[src/rtl/debug_halt_ctrl.sv]
module debug_halt_ctrl #(
  parameter int WAIT_CYCLES = 16,
  parameter int BRK_WINDOW  = 8
) (
  input  logic       clk,
  input  logic       rst_n,
  input  logic       brk_req,
  input  logic       core_stopped,
  input  logic       pc_written,
  input  logic       resume,
  output logic [3:0] pst,
  output logic [3:0] halt_src,
  output logic       rst_exc_go,
  output logic       jump_pc_go,
  output logic       resume_next_go
);

  localparam int CNT_W = (WAIT_CYCLES > 2) ? $clog2(WAIT_CYCLES) : 1;
  localparam logic [CNT_W-1:0] CNT_LAST = CNT_W'(WAIT_CYCLES - 1);
  localparam logic [CNT_W-1:0] CNT_WIN  = CNT_W'(BRK_WINDOW);
  localparam logic [3:0] SRC_NONE  = 4'h0;
  localparam logic [3:0] SRC_RESET = 4'h1;
  localparam logic [3:0] SRC_STOP  = 4'h2;
  localparam logic [3:0] SRC_RUN   = 4'h3;
  localparam logic [3:0] PST_HALT  = 4'hF;
  localparam logic [3:0] PST_IDLE  = 4'h0;

  typedef enum logic [1:0] {S_WAIT, S_RUN, S_HALT} state_t;

  state_t           st;
  logic [CNT_W-1:0] cnt;
  logic [3:0]       src_q;
  logic             pc_ld;

  wire in_window = cnt < CNT_WIN;
  wire use_pc    = pc_ld | pc_written;

  assign pst      = (st == S_HALT) ? PST_HALT : PST_IDLE;
  assign halt_src = src_q;

  always_ff @(posedge clk or negedge rst_n) begin
    if (!rst_n) begin
      st             <= S_WAIT;
      cnt            <= '0;
      src_q          <= SRC_NONE;
      pc_ld          <= 1'b0;
      rst_exc_go     <= 1'b0;
      jump_pc_go     <= 1'b0;
      resume_next_go <= 1'b0;
    end else begin
      rst_exc_go     <= 1'b0;
      jump_pc_go     <= 1'b0;
      resume_next_go <= 1'b0;
      case (st)
        S_WAIT: begin
          if (brk_req && in_window) begin
            st    <= S_HALT;
            src_q <= SRC_RESET;
            pc_ld <= 1'b0;
          end else if (cnt == CNT_LAST) begin
            st         <= S_RUN;
            rst_exc_go <= 1'b1;
          end else begin
            cnt <= cnt + 1'b1;
          end
        end
        S_RUN: begin
          if (brk_req) begin
            st    <= S_HALT;
            src_q <= core_stopped ? SRC_STOP : SRC_RUN;
            pc_ld <= 1'b0;
          end
        end
        S_HALT: begin
          if (resume) begin
            st    <= S_RUN;
            pc_ld <= 1'b0;
            if (use_pc)                  jump_pc_go     <= 1'b1;
            else if (src_q == SRC_RESET) rst_exc_go     <= 1'b1;
            else                         resume_next_go <= 1'b1;
          end else if (pc_written) begin
            pc_ld <= 1'b1;
          end
        end
        default: st <= S_WAIT;
      endcase
    end
  end

endmodule

[config.mk]
export PLATFORM = sky130hd
export DESIGN_NAME = debug_halt_ctrl
export DESIGN_NICKNAME = d
export VERILOG_FILES = /design/src/rtl/debug_halt_ctrl.sv
export SDC_FILE = /design/constraint.sdc
export NUM_CORES = 1
export LEC_CHECK = 0
export CAP_MARGIN = 20
export CORE_AREA = 2 2 45 47
export CTS_BUF_LIST = sky130_fd_sc_hd__clkbuf_8
export CTS_CLUSTER_DIAMETER = 60
export DETAILED_ROUTE_END_ITERATION = 7
export DIE_AREA = 0 0 47 49
export DONT_BUFFER_PORTS = 1
export PLACE_DENSITY = 0.52
export SYNTH_ARGS = -nofsm -noshare
export SYNTH_HDL_FRONTEND = slang
export SYNTH_SLANG_ARGS = --single-unit
[constraint.sdc]
create_clock -name clk -period 4 [get_ports clk]
set_input_delay 0 -clock clk [delete_from_list [all_inputs] [get_ports clk]]
set_output_delay 0 -clock clk [all_outputs]
set_load 0.05 [all_outputs]
==> impl_metrics.tcl, run 1 <==
set metrics [dict create \
    status "completed" \
    fmax_ghz 0.705 \
    drcViolationCount 0 \
    met3_usage_pct 5.56 \
    worst_pin_slew_ns 0.539 \
    syn_avg_cell_area_um2 10.8 \
    die_y_um 49 \
    p_per_area_nw_per_um2 929 \
    grt_start_max_net_pins 13 \
    grt_pass1_vias 444 \
    cts-resized-gates 0 \
    cp_max_fo 8 \
    insertion_delay_ns 0.24 \
    startpoint_type "register" \
    dpl-instance-area_um2 614 \
    syn-instance-count 56 \
    top_usage_layer "met2" \
    final_util_pct 38.5 \
    io_pins 17 \
    hold_path.class "input port to register" \
    drive_gt1_share_pct 21.7 \
    final_area_um2 709 \
    cts_htree_levels 1 \
    via_per_inst 4.54 \
    finalNetCount 68 \
    rows 16 \
    ant_nets 0 \
    min_period_over_period_pct 35.5 \
    ys_ff_latch 12 \
    critPathKind "register to primary output" \
    clock_sinks 12 \
    antenna_found_initial 0 \
    cp.required_ns 4.00 \
    die_w_um 47 \
    final_cell_mix "dfrtp_1, a21oi_1, clkbuf_8, dlygate4sd3_1" \
    gp_congestion 0.753 \
    cts.path.max_buffers 2 \
    cts_made_buffers 3 \
    grt_use_total_pct 12.2 \
    drt_wl_total_um 1090 \
    initial_core_util_pct 32.8 \
    relSlewSlack_pct 64.1 \
    p_leak_nw 0.320 \
    setup_viol 0 \
    post_cts_buffers 0 \
    dpl.hpwl_um 757 \
    first_pass_iters 4 \
    clock_skew_ns 0.00276 \
    clk_pin_slew_ns 0.05 \
    netlist_area_um2 604 \
    portBuffers 0 \
    critPathArrivalTime_ns 1.42 \
    clockRootBuffer "clkbuf_8" \
    die-area_um2 2300 \
    grt-ovfl-total 0 \
    maxCapViolCount 0 \
    use_met2_pct 17.6 \
    grt_pass1_wl_um 1920 \
    slew_violations 0 \
    vias 395 \
    layout_commonest_cell "dfrtp_1" \
    tns_ns 0 \
    cts_hold_buf 4 \
    drt_iter0_markers 4 \
    antennaDiodeCount 0 \
    met1_usage_pct 14.6 \
    cts_tree "done" \
    fin_crit_ns 1.42 \
    routedWlPerCell_um 12.5 \
    area_growth_pct 17.4 \
    coreArea_um2 1840 \
    final_hold_viol_count 0 \
    rsz0062_at_grt "no" \
    fin_total_pwr_uw 659 \
    yosysWarningCount 0 \
    seq_area_frac_synth_pct 49.7 \
    yosys.cell_types.count 29 \
    ir_worst_vdd_mv 0.270 \
    cp-end-kind "primary output" \
]
==> report_power, final <==
| group | switching (mW) | internal (mW) |
|---|---|---|
| registers | 0.111 | 0.169 |
| logic | 0.146 | 0.101 |
| clock network | 0.0454 | 0.0870 |
==> cell usage after synthesis, drive strengths merged <==
master | n | area [um^2]
and3b | 1 | 8.76
nand3 | 2 | 15.0
clkbuf | 1 | 5.00
xnor2 | 3 | 26.3
a211oi | 1 | 7.51
and3 | 1 | 6.26
nor2b | 3 | 18.8
a21oi | 4 | 20.0
nand2 | 3 | 11.3
a22o | 1 | 8.76
ha | 1 | 12.5
o21a | 1 | 7.51
or2b | 1 | 8.76
nand2b | 2 | 20.0
a31o | 1 | 8.76
dfrtp | 12 | 300
o32ai | 1 | 8.76
a31oi | 1 | 6.26
buf | 5 | 37.5
mux2 | 1 | 15.0
o21ai | 1 | 5.00
nand4 | 2 | 12.5
conb | 1 | 3.75
nor2 | 2 | 10.0
inv | 3 | 11.3
and2b | 1 | 8.76
==> area by class of cell <==
type | instances | area [um^2]
clock buffer | 4 | 55.1
fill | 190 | 1130
sequential | 12 | 300
multi-input combinational | 36 | 262
inverter | 3 | 11.3
tap | 27 | 33.8
timing repair buffer | 5 | 47.5
==> flip-flops by register name, summed over array words and instances, names as in the netlist <==
signal and cells:
cnt 4, halt_src 2, st 2, jump_pc_go 1, pc_ld 1, resume_next_go 1
rst_exc_go 1
==> through the flow <==
stage                     setup slack [ns]  cells  hold slack [ns]
final                                 2.58     87          0.00744
after global routing                  2.51     87          0.00315
after CTS                             2.58     87          0.00684
after detailed placement              2.63     79           -0.295
after global placement                2.65     79           -0.295
after floorplan                       2.32     57           -0.296
==> layer usage <==
layer	up-vias	share of wire, %
li1	194	-
met1	186	43
met2	13	48
met5	-	0
met4	0	1.7
met3	2	7.1
==> kinds of logic after synthesis <==
kind of cell               Yosys count  share of synthesized area, %
muxes                                1                          2.48
AOI/OAI and AO/OA                   11                          12.0
xor gates and xnor gates             3                          4.35
adders and majority gates            1                          2.07
buffers and inverters                9                          8.90
DFF                                 12                          49.7
other                                1                         0.621
and+or+nand+nor                     18                          19.9
==> critical path: stages (launching register included) <==
cell     delay (ns)
dfrtp_1        0.49
nor2b_4        0.20
buf_4          0.48
==> final timing paths <==
path	startpoint	endpoint	slack, ns	cells after the start
worst max-delay path	st[1]	pst[0]	2.58	2
worst min-delay path	brk_req	st[0]	0.007	2
worst max register to register	cnt[0]	cnt[1]	2.63	4
worst min register to register	cnt[2]	cnt[2]	0.50	1
max in group asynchronous	rst_n	cnt[2]	3.48	1
min in group asynchronous	rst_n	rst_exc_go	0.17	1
No activity file was read; power rests on OpenSTA's default activity.
==> run 2, diff against run 1 <==
--- a/config.mk
+++ b/config.mk
@@ -12,7 +12,7 @@
 export DETAILED_ROUTE_END_ITERATION = 7
 export DIE_AREA = 0 0 47 49
 export DONT_BUFFER_PORTS = 1
-export PLACE_DENSITY = 0.52
+export PLACE_DENSITY = 0.54
 export SYNTH_ARGS = -nofsm -noshare
 export SYNTH_HDL_FRONTEND = slang
 export SYNTH_SLANG_ARGS = --single-unit
==> constraint.sdc (replaced) <==
create_clock -name clk -period 1.3 [get_ports clk]
set_input_delay 0 -clock clk [delete_from_list [all_inputs] [get_ports clk]]
set_output_delay 0 -clock clk [all_outputs]
set_load 0.05 [all_outputs]
==> run 2 against run 1 <==
Sequential power rose to 2.6 times the previous value. Count of clock-buffer cells in the layout did not move. Power rose to 3.4 times the previous value. Critical endpoint unchanged. Sequential cell count did not move. Via count rose by 6.3%.
==> impl_metrics.tcl, run 2 (synthesis gave the netlist of run 1 again) <==
set metrics [dict create \
    cts_htree_levels 1 \
    gp_congestion 0.697 \
    cp_slowest_stage_delay_ns 0.44 \
    crit_chain "buf_4 > nor2b_4 > buf_12" \
    final_cell_mix "dfrtp_1, buf_4, dlygate4sd3_1" \
    grt_pass1_vias 438 \
    cts.path.max_buffers 2 \
    layout_commonest_cell "dfrtp_1" \
    via_per_inst 4.47 \
    fmax_ghz 0.798 \
    portBuffers 0 \
    internal_power_mw 1.25 \
    initial_core_util_pct 32.8 \
    cts_tree "done" \
    die_w_um 47 \
    grt_use_total_pct 11.4 \
    critPathKind "register to primary output" \
    dpl.hpwl_um 799 \
    clockRootBuffer "clkbuf_8" \
    crit_buf_inv 2 \
    drt_iter0_markers 4 \
    fin_hold_ws_ns 0.0544 \
    worst_pin_slew_ns 0.552 \
    fin_total_pwr_mw 2.22 \
    area_growth_pct 29.8 \
    drcViolationCount 0 \
    fillers 183 \
    rows 16 \
    grt_start_max_net_pins 13 \
    antennaDiodeCount 0 \
    drive_gt1_share_pct 31.3 \
    clock_skew_ns 0.00324 \
    startpoint_type "register" \
    dpl.cell_count 85 \
    io_pins 17 \
    clock_sinks 12 \
    drt_wl_total_um 1160 \
    ir_worst_vdd_mv 1.08 \
    cts_made_buffers 3 \
    cp.required_ns 1.30 \
    seqPwrFrac_pct 32.4 \
    insertion_delay_ns 0.24 \
    cp_max_fo 7 \
    registers.top_by_ff_count "cnt" \
    maxCapViolCount 0 \
    p_comb_share_pct 49.8 \
    crit_family "flip-flops" \
    fin_crit_ns 1.25 \
    finalNetCount 75 \
    coreArea_um2 1840 \
    p_per_area_nw_per_um2 2840 \
    setup_viol 0 \
    relSlewSlack_pct 63.1 \
    p_sw_uw 974 \
    die-area_um2 2300 \
    fin_cells 94 \
    slew_violations 0 \
    status "completed" \
    grt_pass1_wl_um 1900 \
    p_clk_share_pct 17.8 \
    ant_nets 0 \
    die_y_um 49 \
    final_hold_viol_count 0 \
    routedWlPerCell_um 12.4 \
    critPathArrivalTime_ns 1.25 \
    p_leak_nw 0.354 \
    largest_reg_flops 4 \
    crit_slowest_cell "dfrtp_1" \
    antenna_found_initial 0 \
    clk_pin_slew_ns 0.05 \
    cp-end-kind "primary output" \
    grt-ovfl-total 0 \
    first_pass_iters 4 \
    min_period_over_period_pct 96.4 \
    swShare_pct 43.8 \
    vias 420 \
    hold_path.class "input port to register" \
]
-- run 2: cell count changes in the layout (fill, tap and decap cells not counted), sizes merged --
cell / previous run / this run
buf: 1 / 7
dlygate4sd3: 4 / 5
-- run 2: worst paths after layout --
kind                       cells after the start             end        start  slack (ns)
setup / recovery                               3          pst[0]        st[0]        0.05
hold / removal                                 2           pc_ld      brk_req        0.05
setup reg to reg                               3          cnt[1]        st[1]        0.07
hold reg to reg                                1  resume_next_go  halt_src[0]        0.50
max in group asynchronous                      1          cnt[3]        rst_n        0.75
min in group asynchronous                      1     halt_src[1]        rst_n        0.19
-- run 2: cell type report --
type / count / area, um^2 / area share, %
clock buffers: 4 / 55.1 / 7.02
inverters: 3 / 11.3 / 1.44
multi-input cells: 36 / 269 / 34.3
flip-flops and latches: 12 / 300 / 38.3
well taps: 27 / 33.8 / 4.31
repair buffers: 12 / 115 / 14.7
-- run 2: layer usage --
layer,up-vias,GRT usage (%),share of wire (%)
met3,0,5.93,6.8
met4,0,0,0
li1,205,-,-
met2,15,16.2,48
met5,-,0,0
met1,200,16.6,45
-- run 2: metrics by stage --
stage	setup WS, ns	util [%]	instance area [um^2]	TNS [ns]
after floorplan	0.0247	-	616	0
after global placement	0.0885	36.5	672	0
after detailed placement	0.0366	36.5	672	0
after CTS	0.0378	42.2	777	0
after global routing	-0.0181	42.6	785	-0.0181
final	0.0465	42.6	785	0
-- run 2: timing repair --
item	CTS	global route
endpoints found under the setup margin	0	4
resized for setup	0	2
buffers inserted	0	0
hold buffers	5	0
hold endpoints to repair	18	0
-- run 2: power groups by stage --
| stage | clock [mW] | combinational (mW) | sequential, mW |
|---|---|---|---|
| 2_1_floorplan | 0 | 0.775 | 0.786 |
| 3_3_place_gp | 0 | 1.05 | 0.718 |
| 3_5_place_dp | 0 | 1.07 | 0.718 |
| 4_1_cts | 0.408 | 1.09 | 0.714 |
| 5_1_grt | 0.433 | 1.19 | 0.746 |
| 6_report | 0.396 | 1.11 | 0.721 |
